<file path="src/rtl/cp_seq_pkg.sv">
package cp_seq_pkg;

   typedef enum logic [2:0] {
      ST_OFF,
      ST_LEAD,
      ST_CHG,
      ST_GAP,
      ST_XFR
   } cp_state_e;

   localparam int unsigned NSW = 7;
   localparam logic [NSW-1:0] CHG_GROUP = 7'b0000111;

endpackage

</file>
<file path="src/rtl/cp_ss_timer.sv">
module cp_ss_timer #(
   parameter int unsigned SS_CYC = 58080
) (
   input  logic clk,
   input  logic rst_n,
   input  logic en,
   input  logic run,
   output logic ss_active,
   output logic ss_done
);
   localparam int unsigned SW = $clog2(SS_CYC + 1);
   localparam logic [SW-1:0] SS_END = SW'(SS_CYC);

   initial begin
      if (SS_CYC < 1) $error("cp_ss_timer: SS_CYC must be at least 1");
   end

   logic [SW-1:0] cnt_q;

   always_ff @(posedge clk or negedge rst_n) begin
      if (!rst_n) begin
         cnt_q <= '0;
      end else if (!en || !run) begin
         cnt_q <= '0;
      end else if (cnt_q != SS_END) begin
         cnt_q <= cnt_q + 1'b1;
      end
   end

   assign ss_done   = run && (cnt_q == SS_END);
   assign ss_active = run && (cnt_q != SS_END);

endmodule

</file>
<file path="src/rtl/cp_phase_fsm.sv">
module cp_phase_fsm
   import cp_seq_pkg::*;
#(
   parameter int unsigned CHG_CYC    = 20,
   parameter int unsigned XFR_CYC    = 20,
   parameter int unsigned SS_XFR_CYC = 6,
   parameter int unsigned DEAD_CYC   = 2
) (
   input  logic      clk,
   input  logic      rst_n,
   input  logic      en,
   input  logic      ovp_hold,
   input  logic      ocp,
   input  logic      ss_active,
   output cp_state_e state
);
   localparam int unsigned MAXLEN =
      (CHG_CYC > XFR_CYC) ? ((CHG_CYC > DEAD_CYC) ? CHG_CYC : DEAD_CYC)
                          : ((XFR_CYC > DEAD_CYC) ? XFR_CYC : DEAD_CYC);
   localparam int unsigned CW = $clog2(MAXLEN + 1);
   localparam logic [CW-1:0] CHG_LAST  = CW'(CHG_CYC - 1);
   localparam logic [CW-1:0] XFR_LAST  = CW'(XFR_CYC - 1);
   localparam logic [CW-1:0] SXFR_LAST = CW'(SS_XFR_CYC - 1);
   localparam logic [CW-1:0] DEAD_LAST = CW'(DEAD_CYC - 1);

   initial begin
      if (DEAD_CYC < 2)   $error("cp_phase_fsm: DEAD_CYC must be at least 2");
      if (CHG_CYC < 1)    $error("cp_phase_fsm: CHG_CYC must be at least 1");
      if (SS_XFR_CYC < 1) $error("cp_phase_fsm: SS_XFR_CYC must be at least 1");
      if (SS_XFR_CYC > XFR_CYC)
         $error("cp_phase_fsm: SS_XFR_CYC must not exceed XFR_CYC");
   end

   cp_state_e st_q, st_d;
   logic [CW-1:0] cnt_q, cnt_d;
   logic [CW-1:0] xfr_last;

   assign xfr_last = ss_active ? SXFR_LAST : XFR_LAST;

   always_comb begin
      st_d  = st_q;
      cnt_d = cnt_q + 1'b1;
      if (!en) begin
         st_d  = ST_OFF;
         cnt_d = '0;
      end else begin
         unique case (st_q)
            ST_OFF: begin
               st_d  = ST_LEAD;
               cnt_d = '0;
            end
            ST_LEAD: if (cnt_q == DEAD_LAST) begin
               st_d  = ST_CHG;
               cnt_d = '0;
            end
            ST_CHG: if (cnt_q == CHG_LAST) begin
               if (ovp_hold) begin
                  cnt_d = cnt_q;
               end else begin
                  st_d  = ST_GAP;
                  cnt_d = '0;
               end
            end
            ST_GAP: if (cnt_q == DEAD_LAST) begin
               st_d  = ST_XFR;
               cnt_d = '0;
            end
            ST_XFR: if (ocp || (cnt_q == xfr_last)) begin
               st_d  = ST_LEAD;
               cnt_d = '0;
            end
            default: begin
               st_d  = ST_OFF;
               cnt_d = '0;
            end
         endcase
      end
   end

   always_ff @(posedge clk or negedge rst_n) begin
      if (!rst_n) begin
         st_q  <= ST_OFF;
         cnt_q <= '0;
      end else begin
         st_q  <= st_d;
         cnt_q <= cnt_d;
      end
   end

   assign state = st_q;

   a_r6_hold_charge : assert property (@(posedge clk) disable iff (!rst_n)
      (st_q == ST_CHG && en && ovp_hold) |=> (st_q == ST_CHG));

endmodule

</file>
<file path="src/rtl/cp_sw_map.sv">
module cp_sw_map
   import cp_seq_pkg::*;
(
   input  cp_state_e      state,
   output logic [NSW-1:0] sw_en
);
   logic chg_on, xfr_on;

   assign chg_on = (state == ST_CHG);
   assign xfr_on = (state == ST_XFR);

   for (genvar i = 0; i < NSW; i++) begin : g_sw
      if (CHG_GROUP[i]) begin : g_chg
         assign sw_en[i] = chg_on;
      end else begin : g_xfr
         assign sw_en[i] = xfr_on;
      end
   end

endmodule

</file>
<file path="src/rtl/cp_phase_seq.sv">
module cp_phase_seq
   import cp_seq_pkg::*;
#(
   parameter int unsigned CHG_CYC    = 20,
   parameter int unsigned XFR_CYC    = 20,
   parameter int unsigned SS_XFR_CYC = 6,
   parameter int unsigned DEAD_CYC   = 2,
   parameter int unsigned SS_CYC     = 58080
) (
   input  logic       clk,
   input  logic       rst_n,
   input  logic       en,
   input  logic       vdd_hi,
   input  logic       ovp,
   input  logic       ocp,
   output logic [6:0] sw_en,
   output logic       ss_active,
   output logic       pgood
);
   localparam int unsigned IW = $clog2(DEAD_CYC + 2);
   localparam logic [IW-1:0] IDLE_SAT = IW'(DEAD_CYC + 1);

   cp_state_e state;
   logic      run, ss_done;

   assign run = (state != ST_OFF);

   cp_ss_timer #(.SS_CYC(SS_CYC)) ss_i (
      .clk       (clk),
      .rst_n     (rst_n),
      .en        (en),
      .run       (run),
      .ss_active (ss_active),
      .ss_done   (ss_done)
   );

   cp_phase_fsm #(
      .CHG_CYC    (CHG_CYC),
      .XFR_CYC    (XFR_CYC),
      .SS_XFR_CYC (SS_XFR_CYC),
      .DEAD_CYC   (DEAD_CYC)
   ) fsm_i (
      .clk       (clk),
      .rst_n     (rst_n),
      .en        (en),
      .ovp_hold  (ovp && vdd_hi),
      .ocp       (ocp),
      .ss_active (ss_active),
      .state     (state)
   );

   cp_sw_map map_i (
      .state (state),
      .sw_en (sw_en)
   );

   assign pgood = ss_done && en && !ocp && !ovp;

   // Checker state: consecutive all-off cycles seen before the present one.
   logic          chg_any, xfr_any;
   logic [IW-1:0] idle_run;

   assign chg_any = |(sw_en & CHG_GROUP);
   assign xfr_any = |(sw_en & ~CHG_GROUP);

   always_ff @(posedge clk or negedge rst_n) begin
      if (!rst_n)                 idle_run <= '0;
      else if (sw_en != '0)       idle_run <= '0;
      else if (idle_run != IDLE_SAT) idle_run <= idle_run + 1'b1;
   end

   a_r3_no_overlap : assert property (@(posedge clk) disable iff (!rst_n)
      !(chg_any && xfr_any));

   a_r3_dead_gap : assert property (@(posedge clk) disable iff (!rst_n)
      ($rose(chg_any) || $rose(xfr_any)) |-> (idle_run >= IW'(DEAD_CYC)));

   a_r7_ocp_cut : assert property (@(posedge clk) disable iff (!rst_n)
      (xfr_any && ocp) |=> (sw_en == '0));

   a_r9_disable : assert property (@(posedge clk) disable iff (!rst_n)
      !en |=> (sw_en == '0 && !ss_active && !pgood));

   a_r8_pgood_clean : assert property (@(posedge clk) disable iff (!rst_n)
      pgood |-> (!ocp && !ovp && !ss_active && en));

   a_r5_ss_start : assert property (@(posedge clk) disable iff (!rst_n)
      (!run && en) |=> ss_active);

endmodule

</file>
<file path="config.mk">
export PLATFORM = sky130hd
export DESIGN_NAME = cp_phase_seq
export DESIGN_NICKNAME = d
export VERILOG_FILES = /design/src/rtl/cp_seq_pkg.sv /design/src/rtl/cp_ss_timer.sv /design/src/rtl/cp_phase_fsm.sv /design/src/rtl/cp_sw_map.sv /design/src/rtl/cp_phase_seq.sv
export SDC_FILE = /design/constraint.sdc
export NUM_CORES = 1
export LEC_CHECK = 0
export BUFFER_PORTS_ARGS = -buffer_cell sky130_fd_sc_hd__clkbuf_2
export CAP_MARGIN = 15
export CORE_UTILIZATION = 60
export DETAILED_ROUTE_END_ITERATION = 10
export PLACE_DENSITY = 0.89
export SETUP_SLACK_MARGIN = 0.1
export SLEW_MARGIN = 20
export SYNTH_ARGS = -nofsm -noshare
export SYNTH_HDL_FRONTEND = slang
export SYNTH_SLANG_ARGS = --single-unit
</file>
<file path="constraint.sdc">
create_clock -name clk -period 4.6 [get_ports clk]
set_input_delay 0.46 -clock clk [delete_from_list [all_inputs] [get_ports clk]]
set_output_delay 0.46 -clock clk [all_outputs]
set_load 0.005 [all_outputs]
</file>
==> metrics.md, run 1 <==
| Metric | Value |
|---|---|
| Number of global-route vias before repair | 1097 |
| Synthesis-stage register bit count | 24 |
| Worst setup EP type | primary output |
| Hold_buf cts | 0 |
| GR peak layer | met2 |
| Via count | 1110 |
| Power Dens Cells | 358 nW/um2 |
| Area share of and/or/nand/nor cells after synthesis | 26.8% |
| Clock Latency Late Sink | 0.32 ns |
| Register share of total power | 49.1% |
| Cell variety after synth | 36 |
| HPWL Detailed | 2000 um |
| Synth top area share | 43.4% |
| I/O pins | 15 |
| Maximum clock rate | 0.375 GHz |
| DRT iter0 DRCs | 24 |
| Most common cell after layout, fill and taps aside | dfrtp_1 |
| Synth Area in Adders | 3.62% |
| Layout net count | 168 |
| Die area | 2500 um2 |
| Maximum vdd drop | 0.000202 V |
| Root buf cell | clkbuf_4 |
| Clk slew on worst S/H paths | 0.13 ns |
| Asr flop ratio synth | 100% |
| Clock sink count | 24 |
| Final Util | 66.8% |
| Number of synthesized flops with an enable pin | 0 |
| PortBufs | 14 |
| Post-synthesis cell count | 148 |
| DRC viols | 0 |
| Initial Util | 63.1% |
| Status | finished clean |
| Met3 GRT Util | 4.01% |
| Placer Congestion | 0.866 |
| Int Pwr | 0.339 mW |
| Critical Path AT | 2.20 ns |
| Most frequent cells in the layout | 24 x dfrtp_1, 18 x nor2_1, 14 x clkbuf_2 |
| Syn_nets | 158 |
| Unrepaired setup endpoints after global routing | no |
| Met2 Track Usage GR | 42.4% |
| GRT met1 Usage | 29.4% |
| Setup bufs post-CTS | 0 |
| Layout cells sized above 1 | 14.0% |
| DR pass1 iterations | 4 |
| Final Hold Viols | 0 |
| Cell Area, Synth | 1380 um2 |
| Initial antenna violation count | 0 |
| Syn-to-layout area delta | 5.88% |
| Seq/Total Area, Yosys | 43.4% |
| Leak | 0.606 nW |
| Comb power frac | 29.7% |
| Filler Cells Inserted | 172 |
| Synth Flop Type | dfrtp_1 |
| Setup CP Type | reg2out |
| CP Launch Point | ss_i.cnt_q[3] |
| Area share of xor/xnor cells in the synthesized design | 8.24% |
| Cts bufs inserted | 3 |
| Max-slew violations | 0 |
| Routed vias/inst | 6.00 |
| Die Wd | 50.0 um |
| Antenna cell count | 0 |
| Avg Synthesized Cell Area | 9.34 um2 |
| Resize count post-CTS | 0 |
| # rows | 17 |
| CTS max path bufs | 2 |
| First-pass GRT wire length | 4640 um |
| Worst path required time | 4.14 ns |
| Yosys Warn Count | 0 |
| Clock power share | 21.1% |
| Core Footprint | 2190 um2 |
| Die Ht | 50.0 um |
| Largest net degree at the start of global routing | 25 |
| Crit path time final | 2.66 ns |
| Rel. slew slack | 61.2% |
| Max Cap Viol | 0 |
| Routed len/inst | 14.7 um |
| Cell taking the most area after synthesis | dfrtp_1 |
| Max FO, Critical Path | 6 |
| Top cells by area, synth | dfrtp_1 43%, xor2_1 5.1%, nor2_1 4.9% |
| Post-Route Setup TNS | 0 ns |
| Net Sw Power | 0.186 mW |
| CTS HTree Levels | 1 |
| Compound-cell area share of the yosys netlist | 9.41% |
| Total Routed Length | 2730 um |
| Largest family of logic cells by synthesized area | simple AND/OR/NAND/NOR gates |
| Min-Delay Path Class | in2async |
| Final setup violation count | 0 |
| Tot GR Track Use | 25.1% |
| Worst R2R Start | ss_i.cnt_q[3] |
| Sw Share | 35.4% |
| Reg2Reg Depth | 5 |
| Multiplexer area fraction after synthesis | 2.53% |
| CTS tree | yes |
| Final Skew | 0.00755 ns |
| ANT nets after route | 0 |
| Slew @ Worst Pin | 0.582 ns |
| GRT overflow | 0 |
| Final cycle utilization of the critical path | 57.9% |
| Worst Setup Start Kind | register |
critical path, stage by stage (launching register included):
cell	delay [ns]
dfrtp_1	0.46
or4_4	0.56
nor4_4	0.42
nor4b_1	0.28
clkbuf_2	0.17
logic make-up after synthesis:
logic type	after synthesis
multiplexers	3
adder cells (fa/ha/maj)	4
flip-flops	24
AO/OA/AOI/OAI	21
buffers and inverters	15
AND/OR/NAND/NOR	68
XOR/XNOR	13
state kept, by name, summed over array words and instances (netlist names):
register	count
ss_i.cnt_q	16
fsm_i.cnt_q	5
fsm_i.state	3
cells in the mapped netlist, types with 6 or more instances:
| library cell | n |
|---|---|
| nand4_1 | 6 |
| nand2_1 | 10 |
| nor3_1 | 6 |
| inv_1 | 6 |
| buf_4 | 7 |
| nor2_1 | 18 |
| or3_1 | 6 |
| dfrtp_1 | 24 |
| o21ai_0 | 6 |
| nand3_1 | 8 |
| xor2_1 | 8 |
metrics by stage:
step | instance area [um2] | setup WS [ns] | power (mW) | hold WS, ns | std cells
after floorplan | 1380 | 2.49 | 0.379 | 0.164 | 148
after global placement | 1430 | 2.32 | 0.407 | 0.478 | 181
after detailed placement | 1430 | 2.33 | 0.418 | 0.487 | 181
after CTS | 1460 | 1.95 | 0.529 | 0.131 | 185
after global routing | 1460 | 1.77 | 0.558 | 0.162 | 185
final | 1460 | 1.94 | 0.525 | 0.112 | 185
worst paths after layout:
check                                      end  slack, ns
worst max-delay path                     pgood       1.94
worst min-delay path            fsm_i.cnt_q[4]       0.11
worst max register to register  fsm_i.cnt_q[1]       2.32
worst min register to register  ss_i.cnt_q[15]       0.57
max in group asynchronous        ss_i.cnt_q[6]       4.10
min in group clk                fsm_i.state[1]       0.42
power by group through the flow:
stage	sequential, mW	clock, mW	combinational [mW]
finish	0.258	0.111	0.156
global route	0.262	0.120	0.176
CTS	0.257	0.114	0.157
detailed placement	0.261	0	0.157
global placement	0.259	0	0.149
floorplan	0.248	0	0.131
routing by layer:
metal	part of all wire [%]	vias to the layer above	wire, um
met5	0	-	0
met1	43	547	1190
met3	2.3	10	63
met4	3.0	0	82
met2	51	22	1390
li1	-	531	-
final cells by class:
class / instances / area [um2] / area share, %
Clock buffer: 4 / 36.3 / 2.48
Sequential cell: 24 / 601 / 41.0
Multi-Input combinational cell: 109 / 699 / 47.8
Tap cell: 28 / 35.0 / 2.39
Inverter: 6 / 22.5 / 1.54
Timing Repair Buffer: 14 / 70.1 / 4.79
No activity file was read; power rests on OpenSTA's default activity.
==> run 2: changes to the inputs <==
Settings changed: ABC_AREA from default to 1, CORE_UTILIZATION 60 to 52, PLACE_DENSITY 0.89 to 0.82.
Clock period 4.6 ns to 2.4 ns, I/O delays scaled along.
==> metrics.md, run 2 <==
| Metric | Value |
|---|---|
| Unrepaired setup endpoints after global routing | no |
| Power Dens Cells | 689 nW/um2 |
| Setup bufs post-CTS | 0 |
| Worst Setup Start Kind | register |
| Reg with most FFs | ss_i.cnt_q |
| I/O pins | 15 |
| GRT met1 Usage | 26.6% |
| Avg Synthesized Cell Area | 7.68 um2 |
| Maximum clock rate | 0.485 GHz |
| Tot GR Track Use | 19.2% |
| Worst stage delay on the critical path | 0.43 ns |
| Worst setup EP type | primary output |
| Max FO, Critical Path | 3 |
| Asr flop ratio synth | 100% |
| Routed vias/inst | 5.36 |
| Most frequent cells in the layout | 31 x nand2_1, 29 x inv_1, 24 x dfrtp_1 |
| Compound-cell area share of the yosys netlist | 9.49% |
| Max Cap Viol | 0 |
| Final Hold Viols | 0 |
| DRC viols | 0 |
| Seq/Total Area, Yosys | 39.3% |
| Syn_nets | 209 |
| Clock Latency Late Sink | 0.32 ns |
| Post-Route Setup TNS | 0 ns |
| Crit path time final | 2.06 ns |
| CP cell instances | inv_1 > ha_1 > inv_1 > nor4_1 > nand4_1 > nor4_1 > clkbuf_2 |
| Final cycle utilization of the critical path | 85.9% |
| First-pass GRT wire length | 4870 um |
| Layout net count | 221 |
| Cell taking the most area after synthesis | dfrtp_1 |
| Cell variety after synth | 30 |
| Antenna cell count | 0 |
| DR pass1 iterations | 4 |
| Synth cell count leaders | 31 x nand2_1, 29 x inv_1, 24 x dfrtp_1, 21 x nor2_1, 17 x nand3_1 |
| # rows | 19 |
| Maximum vdd drop | 0.000567 V |
| Multiplexer area fraction after synthesis | 0.655% |
| Synthesis-stage register bit count | 24 |
| Die Wd | 56.2 um |
| Cts bufs inserted | 3 |
| Top cells by area, synth | dfrtp_1 39%, nand2_1 7.6%, inv_1 7.1% |
| Final setup violation count | 0 |
| Layout cells sized above 1 | 17.1% |
| Routed len/inst | 11.7 um |
| Total Routed Length | 2810 um |
| Area share of xor/xnor cells in the synthesized design | 1.72% |
| Root buf cell | clkbuf_4 |
| Slew @ Worst Pin | 0.583 ns |
| Pre-CTS setup slack | 0.691 ns |
| PortBufs | 14 |
| DRT iter0 DRCs | 59 |
| CTS max path bufs | 2 |
| Largest register FFs | 16 |
| Initial Util | 55.0% |
| Largest net degree at the start of global routing | 25 |
| Rel. slew slack | 61.2% |
| Via count | 1292 |
| Clock sink count | 24 |
| Initial antenna violation count | 0 |
| Final Skew | 0.00601 ns |
| Synth Area in Adders | 3.27% |
| Met2 Track Usage GR | 31.3% |
| Largest family of logic cells by synthesized area | simple AND/OR/NAND/NOR gates |
| CTS tree | yes |
| Yosys Warn Count | 0 |
| Cell Area, Synth | 1530 um2 |
| Critical Path AT | 1.82 ns |
| Final Util | 58.4% |
| Synth top area share | 39.3% |
| Core Footprint | 2780 um2 |
| CTS HTree Levels | 1 |
| Cell Count, Final, Fillers Out | 241 |
| Setup CP Type | reg2out |
| Synth Flop Type | dfrtp_1 |
| Most common cell after layout, fill and taps aside | nand2_1 |
| Die area | 3160 um2 |
| Max-slew violations | 0 |
| Leak | 0.771 nW |
| Worst path required time | 2.16 ns |
| GRT overflow | 0 |
| Placed cell count | 236 |
| Syn-to-layout area delta | 6.22% |
| Most frequent cell after synthesis | nand2_1 |
| Placer Congestion | 0.831 |
| Number of synthesized flops with an enable pin | 0 |
| Met3 GRT Util | 2.79% |
| Clk slew on worst S/H paths | 0.13 ns |
| Die Ht | 56.2 um |
| ANT nets after route | 0 |
| Slowest cell on crit path | dfrtp_1 |
| Final worst slack | 0.339 ns |
| Post-synthesis cell count | 199 |
| Number of global-route vias before repair | 1163 |
| Min-Delay Path Class | in2reg |
| GR peak layer | met2 |
| Status | finished clean |
| Area share of and/or/nand/nor cells after synthesis | 33.7% |
| HPWL Detailed | 2140 um |
run 2: cell count changes in the layout (fill, tap and decap cells not counted), moves of 6 or more:
| cell | change |
|---|---|
| xor2_1 | -6 |
| inv_1 | +23 |
| a21oi_1 | +8 |
| nand3_1 | +9 |
| nand2_1 | +21 |
| or3_1 | -6 |
run 2: cell families (layout without fill, tap and decap cells):
| family | count (synthesis) | in the layout |
|---|---|---|
| AO/OA/AOI/OAI | 26 | 26 |
| XOR/XNOR | 3 | 3 |
| adder cells (fa/ha/maj) | 4 | 4 |
| buffers and inverters | 40 | 51 |
| flip-flops | 24 | 24 |
| multiplexers | 1 | 1 |
| AND/OR/NAND/NOR | 101 | 101 |
run 2: path summary, 6_finish.rpt:
kind                               startpoint              to  slack (ns)  cells after the start
worst max-delay path            ss_i.cnt_q[0]           pgood        0.34                      7
worst min-delay path                      ocp  fsm_i.state[2]        0.21                      4
worst max register to register  ss_i.cnt_q[0]  fsm_i.state[1]        0.68                     15
worst min register to register  ss_i.cnt_q[6]   ss_i.cnt_q[6]        0.51                      1
max in group asynchronous               rst_n   ss_i.cnt_q[0]        1.59                      2
min in group asynchronous               rst_n  fsm_i.state[0]        0.43                      2
run 2: layout make-up:
type	count	area [um2]
Fill cell	258	1160
Inverter	32	121
Clock buffer	4	36.3
Tap cell	31	38.8
Sequential cell	24	601
Timing Repair Buffer	15	80.1
Multi-Input combinational cell	135	747
run 2: worst max-delay path, delay by kind of cell (launching register included):
family                     cells  cell delay, ns
adders and majority gates      1            0.17
buffers and inverters          3            0.33
DFF                            1            0.43
and+or+nand+nor                3            0.58
run 2: through the flow:
| step | hold slack, ns | cell area (um2) | power [mW] |
|---|---|---|---|
| after floorplan | -0.0556 | 1530 | 0.834 |
| after global placement | 0.267 | 1580 | 0.899 |
| after detailed placement | 0.271 | 1580 | 0.911 |
| after CTS | 0.201 | 1620 | 1.13 |
| after global routing | 0.232 | 1620 | 1.21 |
| final | 0.210 | 1620 | 1.12 |
run 2: metal layers:
metal	vias up	wire, um
met5	-	0
met4	0	28
met3	3	92
met2	29	1250
met1	591	1450
li1	669	-
run 2: timing repair:
item / in CTS / in global routing
hold buffers: 1 / 0
setup endpoints to repair: 0 / 0
gates resized for setup: 0 / 0
hold endpoints to repair: 24 / 0
run 2: power by group:
group / internal [mW] / switching [mW]
clock network: 0.0928 / 0.121
registers: 0.442 / 0.0539
logic: 0.151 / 0.258
